$ cat config.mk
export PLATFORM = sky130hd
export DESIGN_NAME = lockdp_top
export DESIGN_NICKNAME = d
export VERILOG_FILES = /design/src/rtl/lock_pkg.sv /design/src/rtl/lock_key_store.sv /design/src/rtl/lock_scan_chain.sv /design/src/rtl/lock_keyed_net.sv /design/src/rtl/lockdp_top.sv
export SDC_FILE = /design/constraint.sdc
export NUM_CORES = 1
export LEC_CHECK = 0
export BUFFER_PORTS_ARGS = -buffer_cell sky130_fd_sc_hd__buf_2
export CORE_AREA = 4 4 41 43
export CTS_BUF_LIST = sky130_fd_sc_hd__clkbuf_8
export DETAILED_ROUTE_END_ITERATION = 10
export DIE_AREA = 0 0 45 47
export HOLD_SLACK_MARGIN = 0.1
export PLACE_DENSITY = 0.67
export RECOVER_POWER = 50
export SLEW_MARGIN = 20
export SYNTH_ARGS = -nofsm -noshare
export SYNTH_HDL_FRONTEND = slang
export SYNTH_HIERARCHICAL = 1
export SYNTH_SLANG_ARGS = --single-unit
$ cat constraint.sdc
create_clock -name clk -period 1.3 [get_ports clk]
set_clock_uncertainty 0.15 [all_clocks]
set_input_delay 0.26 -clock clk [delete_from_list [all_inputs] [get_ports clk]]
set_output_delay 0.26 -clock clk [all_outputs]
set_load 0.02 [all_outputs]
$ cat src/rtl/lock_pkg.sv
package lock_pkg;

    localparam int unsigned LK_NUM_IN  = 8;
    localparam int unsigned LK_NUM_OUT = 2;
    localparam int unsigned LK_NUM_KG  = 4;

    // Gate polarity: bit set means XNOR gate (passes on key bit 1)
    localparam logic [LK_NUM_KG-1:0] LK_GATE_XNOR = 4'b1010;

    typedef enum logic {
        KS_LOCKED = 1'b0,
        KS_ACTIVE = 1'b1
    } ks_state_e;

endpackage

$ cat src/rtl/lock_key_store.sv
module lock_key_store
    import lock_pkg::*;
#(
    parameter int unsigned KW = LK_NUM_KG
) (
    input  logic          clk,
    input  logic          rst_n,
    input  logic          load_i,
    input  logic [KW-1:0] data_i,
    output logic [KW-1:0] key_o,
    output logic          active_o
);

    ks_state_e     state_q;
    ks_state_e     state_d;
    logic [KW-1:0] key_q;
    logic          take_key;

    // Next-state logic: LOAD moves to active, HOLD keeps it
    always_comb begin
        state_d = state_q;
        unique case (state_q)
            KS_LOCKED: if (load_i) state_d = KS_ACTIVE;
            KS_ACTIVE: state_d = KS_ACTIVE;
        endcase
    end

    always_ff @(posedge clk or negedge rst_n) begin
        if (!rst_n) state_q <= KS_LOCKED;
        else        state_q <= state_d;
    end

    assign take_key = (state_q == KS_LOCKED) && load_i;

    always_ff @(posedge clk or negedge rst_n) begin
        if (!rst_n)        key_q <= '0;
        else if (take_key) key_q <= data_i;
    end

    // Output process
    always_comb begin
        active_o = (state_q == KS_ACTIVE);
        key_o    = key_q;
    end


    seal_hold_chk: assert property (@(posedge clk) disable iff (!rst_n)
        active_o |=> active_o);


    key_frozen_chk: assert property (@(posedge clk) disable iff (!rst_n)
        active_o |=> $stable(key_o));


    unloaded_zero_chk: assert property (@(posedge clk) disable iff (!rst_n)
        !active_o |-> (key_o == '0));

endmodule

$ cat src/rtl/lock_scan_chain.sv
module lock_scan_chain #(
    parameter int unsigned DEPTH = 4
) (
    input  logic             clk,
    input  logic             rst_n,
    input  logic             shift_i,
    input  logic             sin_i,
    output logic [DEPTH-1:0] bits_o,
    output logic             sout_o
);

    logic [DEPTH-1:0] q;

    genvar s;
    generate
        for (s = 0; s < DEPTH; s++) begin : g_stage
            logic nxt;
            if (s == 0) begin : g_head
                assign nxt = sin_i;
            end else begin : g_body
                assign nxt = q[s-1];
            end
            always_ff @(posedge clk or negedge rst_n) begin
                if (!rst_n)       q[s] <= 1'b0;
                else if (shift_i) q[s] <= nxt;
            end
        end
    endgenerate

    assign bits_o = q;
    assign sout_o = q[DEPTH-1];


    shift_in_chk: assert property (@(posedge clk) disable iff (!rst_n)
        shift_i |=> (bits_o[0] == $past(sin_i)));


    hold_chk: assert property (@(posedge clk) disable iff (!rst_n)
        !shift_i |=> $stable(bits_o));

endmodule

$ cat src/rtl/lock_keyed_net.sv
module lock_keyed_net
    import lock_pkg::*;
#(
    parameter int unsigned      NI  = LK_NUM_IN,
    parameter int unsigned      NO  = LK_NUM_OUT,
    parameter int unsigned      NK  = LK_NUM_KG,
    parameter logic [NK-1:0]    POL = LK_GATE_XNOR
) (
    input  logic [NI-1:0] a_i,
    input  logic [NK-1:0] key_i,
    input  logic [NK-1:0] tbit_i,
    input  logic          test_i,
    output logic [NO-1:0] y_o
);

    logic [NK-1:0] pre;
    logic [NK-1:0] post;

    // Internal nets ahead of the key gates
    assign pre[0] = a_i[0] & a_i[1];
    assign pre[1] = a_i[2] | a_i[3];
    assign pre[2] = a_i[4] ^ a_i[5];
    assign pre[3] = ~(a_i[6] & a_i[7]);

    genvar g;
    generate
        for (g = 0; g < NK; g++) begin : g_kgate
            logic sel;
            assign sel = test_i ? tbit_i[g] : key_i[g];
            if (POL[g]) begin : g_xnor
                assign post[g] = ~(pre[g] ^ sel);
            end else begin : g_xor
                assign post[g] = pre[g] ^ sel;
            end
        end
    endgenerate

    assign y_o[0] = (post[0] | post[1]) ^ post[2];
    assign y_o[1] = (post[1] & post[3]) | (post[2] & ~a_i[0]);

endmodule

$ cat src/rtl/lockdp_top.sv
module lockdp_top
    import lock_pkg::*;
#(
    parameter int unsigned NI = LK_NUM_IN,
    parameter int unsigned NO = LK_NUM_OUT,
    parameter int unsigned NK = LK_NUM_KG
) (
    input  logic          clk,
    input  logic          rst_n,
    input  logic          key_load,
    input  logic [NK-1:0] key_data,
    output logic          activated,
    input  logic          scan_enable,
    input  logic          scan_in,
    output logic          scan_out,
    input  logic [NI-1:0] func_in,
    output logic [NO-1:0] func_out
);

    logic [NK-1:0] key_w;
    logic [NK-1:0] tbit_w;

    lock_key_store #(.KW(NK)) u_key (
        .clk      (clk),
        .rst_n    (rst_n),
        .load_i   (key_load),
        .data_i   (key_data),
        .key_o    (key_w),
        .active_o (activated)
    );

    lock_scan_chain #(.DEPTH(NK)) u_scan (
        .clk     (clk),
        .rst_n   (rst_n),
        .shift_i (scan_enable),
        .sin_i   (scan_in),
        .bits_o  (tbit_w),
        .sout_o  (scan_out)
    );

    lock_keyed_net #(.NI(NI), .NO(NO), .NK(NK)) u_net (
        .a_i    (func_in),
        .key_i  (key_w),
        .tbit_i (tbit_w),
        .test_i (scan_enable),
        .y_o    (func_out)
    );


    chain_isolated_chk: assert property (@(posedge clk) disable iff (!rst_n)
        scan_enable |=> (scan_out == $past(tbit_w[NK-2])));

endmodule

==> summary by stage <==
Finish
The sequential cells in the finished layout cover a total of 226.5 sq um. The number of nets in the finished design is 85. The total inserted antenna cells is 0. The core occupancy in the finished layout is 0.5683.

Of the cells placed in the final design, the portion with a size suffix greater than 1 is 0.6866. The number of fill cells in the layout is 115. The area of combinational cells with multiple inputs is 262.8 sq um.

Relative to the synthesized area, the layout overhead comes to 48.87%. The filler-free cell count of the finished design is 82.

Drt
The final wirelength is 914 um. The average wire per cell in the routed design is 11.15 um. The number of routed nets with antenna violations is 0. In the routed layout, each cell is associated on average with a via count of 4.512. The post-route DRC violation count is 0. The via count is 370. The total iterations of the first detailed-routing run is 1. For this block, the initial DRC count from the detailed router was 0.

Synthesis
The warning count from the yosys run is 6. The post-synthesis area per instance is 12.42 sq um. In this run, synthesis inferred 0 flip-flops with an integrated enable. Yosys attributes the largest share of cell area to dfrtp_1, mux2_2, mux2i_1, buf_4, xnor2_1.

The netlist area before placement is 496.7 sq um. Of the post-synthesis cell area, the dominant cell type holds 0.4534. The leading cell type by number of instances after synthesis is dfrtp_1. The synthesized netlist contains 13 unique library cells.

Of the synthesized area, sequential elements account for 0.4534. After synthesis, the most frequently instantiated cells are dfrtp_1, mux2_2, buf_4, mux2i_1. The cell type with the highest aggregate area in the netlist is dfrtp_1. The number of nets handed over by synthesis was 57. Among all flip-flop cells after synthesis, the most frequent one is dfrtp_1. The number of register bits inferred by synthesis is 9. After synthesis, the share of flip-flops with an asynchronous set or reset is 1.000. The cell count after synthesis is 40.

Critical path
STA classifies the critical path startpoint as a flop. The cell family contributing the most delay on the critical path is flip-flops. The dominant cell type by count on the critical path is xnor2_2. The worst setup path is captured at an output pin. The stage delay of the slowest cell on the critical path is 0.38 ns. The signal on the critical path passes through mux2i_2 > xnor2_2 > nor2_2 > xnor2_2 > buf_4. By startpoint and endpoint, the worst setup path is classified as reg -> out.

STA puts the critical path data arrival time at 1.32 ns. The largest individual stage delay along the critical path comes from the cell dfrtp_1. The required time of the worst setup path is 0.89 ns. The critical path runs through a total of 5 cells.

Together, buffers and inverters on the worst path number 1. In this run the worst path has a maximum fanout of 2. The worst reg2reg path depth is 2.

STA
The setup slack after layout is -0.4299 ns. The measured slew at the worst slew-check pin is 0.4686 ns. The worst-case hold slack is 0.1123 ns.

The max-slew violation total from the final report was 0. Setup repair after global routing could not meet its margin everywhere. For the finished layout, the period the worst path requires is 1.730 ns. Static timing analysis puts the maximum clock frequency at 578.1 MHz. Setup violations remaining at the end of the flow were counted as 2.

The worst-case headroom to the max-slew limit is 0.6876. The share of the clock period used by the worst path is 1.331. The number of hold-slack violations in the final timing report was 0.

Floorplanning
The starting density of the core is 0.3817. The die is 47 um tall. The area of the die is 0.002115 sq mm. The die is 45 um wide. Row generation in the floorplan step produced 13 rows. During I/O placement, the number of pins put on the boundary was 21. The core region is 0.001301 sq mm.

Clock tree
The clock sink count is 9. The number of buffers between clock root and the deepest sink is 2. CTS placed an instance of clkbuf_8 at the clock tree root. The number of buffers added by the clock tree synthesis step is 3.

The clock insertion delay at the later pin of the skew report is 0.23 ns. CTS built an H-tree with a depth of 1. The clock transition time at the flip-flop clock pins of the worst setup and hold paths is 0.04 ns.

The clock tree from TritonCTS is built.

Placed design
The number of placed instances, taps included, is 76. The final weighted congestion in routability-driven placement is 0.6949. Port buffering added 20 buffers.

Hold path
The number of instances on the worst hold path is 2. The worst hold-check path type is in -> reg.

Power and ir drop
The total power per unit cell area is 1344 mW/mm^2. The worst supply voltage drop on vdd is 0.8332 mV. The static leakage is 0.3564 nW.

Global routing
The global-route congestion overflow total is 0. The via count of the first global-routing pass is 407. Across every metal layer, demand over resource in global routing totals 0.1054. The initial antenna violation count is 0. Entering global routing, the biggest net connects 10 pins.

The first-pass GRT wire length is 1573 um.

Run status
The flow ran to the end, but the final reports show violations. The final reports fail on negative setup slack.

Run
The tool flagged a number of max-cap violations equal to 0.
metal layers:
layer  wire length [um]  GRT usage  up-vias
met5                  0          0        -
met4                  0    0.07018        0
met3                 60    0.02299        0
met2                512     0.1921       10
met1                341     0.1080      176
li1                   -          -      184
sequential cells by signal, indices dropped and copies added, names as in the netlist:
| register | cells |
|---|---|
| u_key/active_o | 1 |
| u_key/key_o | 4 |
| u_scan/g_stage.nxt | 3 |
| u_scan/sout_o | 1 |
worst reg2reg max path: cells and delay by family, from the launching register on:
kind | cells | cell delay [ns]
and+or+nand+nor | 1 | 0.17
DFF | 1 | 0.40
muxes | 1 | 0.34
metrics by stage:
step / area (sq um) / setup TNS (ns) / setup WS (ns) / power, mW
detailed placement: 628.1 / -0.7010 / -0.3789 / 0.6216
finish: 739.5 / -0.8354 / -0.4299 / 0.9940
floorplan: 505.5 / -0.4818 / -0.2416 / 0.5386
global route: 739.5 / -0.9967 / -0.5183 / 1.053
global placement: 628.1 / -0.6345 / -0.3403 / 0.6162
CTS: 711.9 / -0.9265 / -0.4847 / 0.9786
final timing paths:
check	from	to	slack [ns]
max in group asynchronous	rst_n	u_scan/sout_o	0.28
worst max-delay path	u_scan/g_stage[2].nxt	func_out[0]	-0.43
worst min-delay path	key_data[2]	u_key/key_o[2]	0.11
worst max register to register	u_key/active_o	u_key/key_o[0]	0.12
min in group asynchronous	rst_n	u_scan/g_stage[2].nxt	0.38
worst min register to register	u_key/key_o[0]	u_key/key_o[0]	0.36
kinds of logic (layout without fill, tap and decap cells):
group,Yosys count,count (layout),share of synthesized area
DFF,9,9,0.4534
AOI/OAI and AO/OA,1,1,0.01764
and+or+nand+nor,6,6,0.07054
xor gates and xnor gates,6,6,0.1058
muxes,12,12,0.2620
buffers and inverters,6,33,0.09067
timing repair:
| action | CTS | global route |
|---|---|---|
| setup endpoints to repair | 3 | 3 |
| buffers inserted | 0 | 1 |
| hold buffers | 2 | 0 |
| resized for setup | 6 | 7 |
| pin swaps | 1 | 2 |
| hold endpoints to repair | 10 | 0 |
cell type report:
cell class | instances | area share
flip-flops and latches | 9 | 0.3063
multi-input cells | 25 | 0.3553
clock inverters | 1 | 0.005076
repair buffers | 28 | 0.2470
clock buffers | 3 | 0.05584
well taps | 15 | 0.02538
inverters | 1 | 0.005076
power by group:
part	internal [mW]	switching, mW
combinational	0.203	0.139
clock	0.205	0.102
sequential	0.319	0.0262
total	0.727	0.267
cell usage in the layout (no fill, tap or decap), drive strengths merged, types with 2 or more instances in the layout:
cell type    netlist  final
buf                5     25
dfrtp              9      9
mux2               8      8
clkbuf             0      4
mux2i              4      4
xor2               3      3
xnor2              3      3
inv                1      2
dlygate4sd3        0      2
nand2              2      2
nor2               2      2
Power figures use the tool's default switching activity.
